**config.mk**
```make
export PLATFORM = sky130hd
export DESIGN_NAME = tes_top
export DESIGN_NICKNAME = d
export VERILOG_FILES = /design/src/rtl/tes_pkg.sv /design/src/rtl/tes_sync.sv /design/src/rtl/tes_ctrl_reg.sv /design/src/rtl/tes_edge_det.sv /design/src/rtl/tes_top.sv
export SDC_FILE = /design/constraint.sdc
export NUM_CORES = 1
export LEC_CHECK = 0
export CORE_MARGIN = 2
export CORE_UTILIZATION = 53
export DETAILED_ROUTE_END_ITERATION = 7
export PLACE_DENSITY = 0.87
export RECOVER_POWER = 50
export SKIP_LAST_GASP = 1
export SLEW_MARGIN = 20
export SYNTH_ARGS = -nofsm -noshare
export SYNTH_HDL_FRONTEND = slang
export SYNTH_SLANG_ARGS = --single-unit
```
**constraint.sdc**
```tcl
create_clock -name clk -period 5.4 [get_ports clk]
set_input_delay 1.08 -clock clk [delete_from_list [all_inputs] [get_ports clk]]
set_output_delay 1.08 -clock clk [all_outputs]
set_load 0.005 [all_outputs]
```
**src/rtl/tes_pkg.sv**
```systemverilog
package tes_pkg;
  localparam int CTRL_W = 8;

  localparam logic [2:0] SRC_UNDIV = 3'b000;
  localparam logic [2:0] SRC_DIV4  = 3'b001;
  localparam logic [2:0] SRC_DIV16 = 3'b010;
  localparam logic [2:0] SRC_DIV64 = 3'b011;
  localparam logic [2:0] SRC_EXT   = 3'b100;
  localparam logic [2:0] SRC_CASC  = 3'b111;

  typedef struct packed {
    logic [2:0] clr;
    logic [1:0] edg;
    logic [2:0] src;
  } ctrl_t;

  // Event detector for a sampled level: mode 1x = any change, 01 = fall, 00 = rise
  function automatic logic edge_hit(input logic cur, input logic prev, input logic [1:0] mode);
    if (mode[1])      return cur ^ prev;
    else if (mode[0]) return prev & ~cur;
    else              return cur & ~prev;
  endfunction
endpackage

```
**src/rtl/tes_sync.sv**
```systemverilog
module tes_sync #(
  parameter int STAGES = 2
) (
  input  logic clk,
  input  logic rst,
  input  logic d_i,
  output logic q_o
);
  logic [STAGES-1:0] chain;

  always_ff @(posedge clk) begin
    if (rst) chain <= '0;
    else     chain <= {chain[STAGES-2:0], d_i};
  end

  assign q_o = chain[STAGES-1];
endmodule

```
**src/rtl/tes_ctrl_reg.sv**
```systemverilog
module tes_ctrl_reg
  import tes_pkg::*;
(
  input  logic              clk,
  input  logic              rst,
  input  logic              run_i,
  input  logic              wr_en_i,
  input  logic [CTRL_W-1:0] wr_data_i,
  output ctrl_t             ctrl_o,
  output logic              err_o
);
  ctrl_t ctrl_q;
  logic  err_q;

  always_ff @(posedge clk) begin
    if (rst) begin
      ctrl_q <= '0;
      err_q  <= 1'b0;
    end else if (wr_en_i) begin
      if (run_i) err_q  <= 1'b1;
      else       ctrl_q <= ctrl_t'(wr_data_i);
    end
  end

  assign ctrl_o = ctrl_q;
  assign err_o  = err_q;
endmodule

```
**src/rtl/tes_edge_det.sv**
```systemverilog
module tes_edge_det
  import tes_pkg::*;
(
  input  logic       clk,
  input  logic       rst,
  input  logic       run_i,
  input  logic       phase_i,
  input  logic [2:0] src_i,
  input  logic [1:0] edg_i,
  input  logic       pre4_i,
  input  logic       pre16_i,
  input  logic       pre64_i,
  input  logic       ext_i,
  input  logic       casc_i,
  output logic       cnt_en_o
);
  logic lvl;
  logic lvl_q;
  logic hit;
  logic en_q;

  always_comb begin
    case (src_i)
      SRC_DIV4:  lvl = pre4_i;
      SRC_DIV16: lvl = pre16_i;
      SRC_DIV64: lvl = pre64_i;
      SRC_EXT:   lvl = ext_i;
      default:   lvl = 1'b0;
    endcase
  end

  always_comb begin
    case (src_i)
      SRC_UNDIV:                               hit = 1'b1;
      SRC_DIV4, SRC_DIV16, SRC_DIV64, SRC_EXT: hit = edge_hit(lvl, lvl_q, edg_i);
      SRC_CASC:                                hit = casc_i;
      default:                                 hit = 1'b0;
    endcase
  end

  always_ff @(posedge clk) begin
    if (rst) begin
      lvl_q <= 1'b0;
      en_q  <= 1'b0;
    end else begin
      lvl_q <= lvl;
      en_q  <= run_i & ~phase_i & hit;
    end
  end

  assign cnt_en_o = en_q;
endmodule

```
**src/rtl/tes_top.sv**
```systemverilog
module tes_top
  import tes_pkg::*;
#(
  parameter int NCH         = 3,
  parameter int CNT_W       = 16,
  parameter int SYNC_STAGES = 2
) (
  input  logic                 clk,
  input  logic                 rst,
  input  logic [NCH-1:0]       run_i,
  input  logic [NCH-1:0]       wr_en_i,
  input  logic [CTRL_W-1:0]    wr_data_i,
  input  logic                 pre4_i,
  input  logic                 pre16_i,
  input  logic                 pre64_i,
  input  logic                 ext_clk_i,
  input  logic [NCH-1:0]       casc_i,
  input  logic [NCH-1:0]       phase_i,
  output logic [NCH-1:0]       cnt_en_o,
  output logic [3*NCH-1:0]     clr_sel_o,
  output logic [NCH-1:0]       wr_err_o,
  output logic [CNT_W*NCH-1:0] count_o
);
  logic           ext_s;
  logic [3*NCH-1:0] src_sel;

  tes_sync #(.STAGES(SYNC_STAGES)) u_sync (
    .clk (clk),
    .rst (rst),
    .d_i (ext_clk_i),
    .q_o (ext_s)
  );

  for (genvar c = 0; c < NCH; c++) begin : g_ch
    ctrl_t            ctrl;
    logic             en;
    logic [CNT_W-1:0] cnt_q;

    tes_ctrl_reg u_ctrl (
      .clk       (clk),
      .rst       (rst),
      .run_i     (run_i[c]),
      .wr_en_i   (wr_en_i[c]),
      .wr_data_i (wr_data_i),
      .ctrl_o    (ctrl),
      .err_o     (wr_err_o[c])
    );

    tes_edge_det u_det (
      .clk      (clk),
      .rst      (rst),
      .run_i    (run_i[c]),
      .phase_i  (phase_i[c]),
      .src_i    (ctrl.src),
      .edg_i    (ctrl.edg),
      .pre4_i   (pre4_i),
      .pre16_i  (pre16_i),
      .pre64_i  (pre64_i),
      .ext_i    (ext_s),
      .casc_i   (casc_i[c]),
      .cnt_en_o (en)
    );

    always_ff @(posedge clk) begin
      if (rst)     cnt_q <= '0;
      else if (en) cnt_q <= cnt_q + 1'b1;
    end

    assign cnt_en_o[c]                 = en;
    assign clr_sel_o[3*c +: 3]         = ctrl.clr;
    assign src_sel[3*c +: 3]           = ctrl.src;
    assign count_o[CNT_W*c +: CNT_W]   = cnt_q;
  end
endmodule

```
==> out/metrics.cfg <==
[status]
status = complete, but fails checks
violations = capacitance limit, slew limit

[die]
start_util_pct = 54.6
ioPinCount = 89
die-area_um2 = 7690
die_h_um = 87.7
chipWidth_um = 87.7
row_count = 30
core_um2 = 6790

[sta]
fin_crit_sh_pct = 72.3
fmax_ghz = 0.256
setup_viol = 0
rsz0062_at_grt = no
timing.hold.ws_ns = 0.448
period_minus_slack_ns = 3.90
tightest_slew_ns = 2.32
fin_tns_setup_ns = 0
maxSlewHeadroom_pct = -54.5
maxSlewViolCount = 55
hold_viol = 0
fin_skew_ns = 0.00748

[synth]
synthCells = 431
ys_seq_area_share_pct = 44.8
synth_edf_count = 0
synth_nets = 466
async_flop_share_pct = 0
synth.avg_cell_area_um2 = 8.61
ys_seq_elements = 83
synthesis.area_um2 = 3710
dominantRegCellSynth = dfxtp_1
ys_warn_count = 0
synth_cell_types = 32

[clocking]
clock_tree.root_cell = clkbuf_8
postCtsSetupRepairBufs = 0
cts_resized = 0
cts_tree = yes
cts_max_level = 3
cts_buffers = 9
clk_path_buf_depth = 2
cts_hold_buf = 0
clk_latency_ns = 0.34
clock_sinks = 83
clk_pin_slew_ns = 0.07

[placement]
gp_congestion = 0.849
dp_hpwl_mm = 6.23
portBuffers = 88

[worst_setup_path]
cp_max_fo = 54
critPathLaunchType = input port
crit_path_max_incr_delay_ns = 1.73
cp.required_ns = 5.62
critPathSlowestCell = clkbuf_1
cp-end-kind = flip-flop
critPathKind = input port to flip-flop
arrival_ns = 4.12
path_cells = clkbuf_1, clkbuf_1, nand2b_1, o21ai_0
critPathMostFrequentCell = clkbuf_1

[power_and_ir_drop]
irDropWorstVdd_uv = 226
cellPowerDensity_nw_per_um2 = 258
total_leakage_power_uw = 0.00173

[route]
drtAntennaViolNets = 0
drc = 0
first_pass_iters = 4
viasPerCell = 5.44
wl_per_cell_um = 14.5
drt_iter0_markers = 173
drt_wl_total_mm = 8.70
num_vias = 3266

[global_route]
grt_max_degree = 55
grt.total_usage_pct = 23.2
antenna_found_initial = 0
grt_pass1_vias = 3135
grt-ovfl-total = 0
grt_pass1_wl_mm = 14.1

[finish]
area_delta_synth_final_pct = 28.2
final_util_pct = 70.0
nNetsFinal = 534
layout-drive-gt1-share_pct = 4.17
antenna_cells = 0

[min_path]
hold_class = flip-flop to flip-flop

[flow_run]
cap_violations = 1

-- routing by layer --
metal  share of wire (%)  wire length, um  GRT usage, %  vias to the layer above
met1                  42             3650          28.0                     1546
li1                    -                -             -                     1609
met4                 2.3              201          9.51                        0
met2                  50             4370          39.4                       92
met5                   0                0             0                        -
met3                 5.4              467          6.03                       19
-- power by group --
part	switching [uW]	leakage (uW)	internal [uW]	total (uW)
Sequential	15.8	0.000673	626	642
Clock	211	0.000119	283	494
Combinational	42.6	0.000935	48.5	91.0
-- metrics by stage --
step	setup slack [ns]	cell area [um2]	power (uW)	cells
after floorplan	2.89	3710	704	431
after global placement	2.32	4540	741	584
after global routing	1.19	4750	1270	600
after CTS	2.56	4760	1240	600
final	1.50	4750	1230	600
after detailed placement	2.23	4540	746	584
-- cell usage after synthesis (6+ instances only) --
library cell / n / area, um2
a21oi_1: 36 / 180
buf_4: 15 / 113
clkbuf_1: 15 / 56.3
dfxtp_1: 83 / 1660
ha_1: 9 / 113
inv_1: 11 / 41.3
mux2i_1: 14 / 140
nand2_1: 50 / 188
nand3_1: 10 / 50.1
nand3b_1: 6 / 45.0
nand4_1: 21 / 131
nor2_1: 56 / 210
nor4_1: 6 / 37.5
o21ai_0: 17 / 85.1
or3_1: 8 / 50.1
xnor2_1: 15 / 131
xor2_1: 17 / 149
-- cell type report --
cell class / instances / area [um2]
clock buffers: 11 / 151
clock inverters: 5 / 75.1
fillers: 546 / 2040
inverters: 11 / 41.3
multi-input cells: 305 / 1830
flip-flops and latches: 83 / 1660
well taps: 96 / 120
repair buffers: 89 / 878
-- cell families after synthesis --
| logic type | after synthesis | synth area share, % |
|---|---|---|
| xor+xnor | 32 | 7.55 |
| simple gates | 186 | 25.1 |
| fa+ha+maj | 9 | 3.04 |
| compound gates | 61 | 8.97 |
| mux | 17 | 4.69 |
| flops | 83 | 44.8 |
| buf+inv | 43 | 5.87 |
-- worst max-delay path, delay by kind of cell --
kind | cells | cell delay [ns]
AO/OA/AOI/OAI | 1 | 0.08
buffers and inverters | 2 | 2.68
AND/OR/NAND/NOR | 1 | 0.25
-- flip-flops by register name, indices dropped and copies added, names as in the netlist --
name                 flops
g_ch.u_ctrl.err_o        3
g_ch.u_ctrl.ctrl_o      24
u_sync.chain             2
g_ch.u_det.lvl_q         3
g_ch.u_det.cnt_en_o      3
g_ch.cnt_q              48
-- placed cells by master (no fill, tap or decap), drive strengths merged, types with 3 or more instances in the layout --
master,count
o21ai,17
mux2i,14
mux2,3
or3,9
nand4,22
nand3b,6
nand3,10
nor2b,5
clkdlybuf4s50,87
and4,5
xnor2,15
clkinv,3
nor3b,3
or4,3
nor4,6
nand2b,5
nand2,50
a21oi,36
dfxtp,83
ha,9
clkbuf,13
nor2,56
a211oi,3
xor2,17
o211a,3
and3,4
inv,11
-- final timing paths --
path                            start  cells after the start  slack (ns)                      to
max                               rst                      4        1.50       g_ch[1].cnt_q[13]
min                   u_sync.chain[0]                      1        0.45         u_sync.chain[1]
max reg2reg  g_ch[0].u_ctrl.ctrl_o[0]                      9        3.20  g_ch[0].u_det.cnt_en_o
min reg2reg           u_sync.chain[0]                      1        0.45         u_sync.chain[1]
Power figures use the tool's default switching activity.
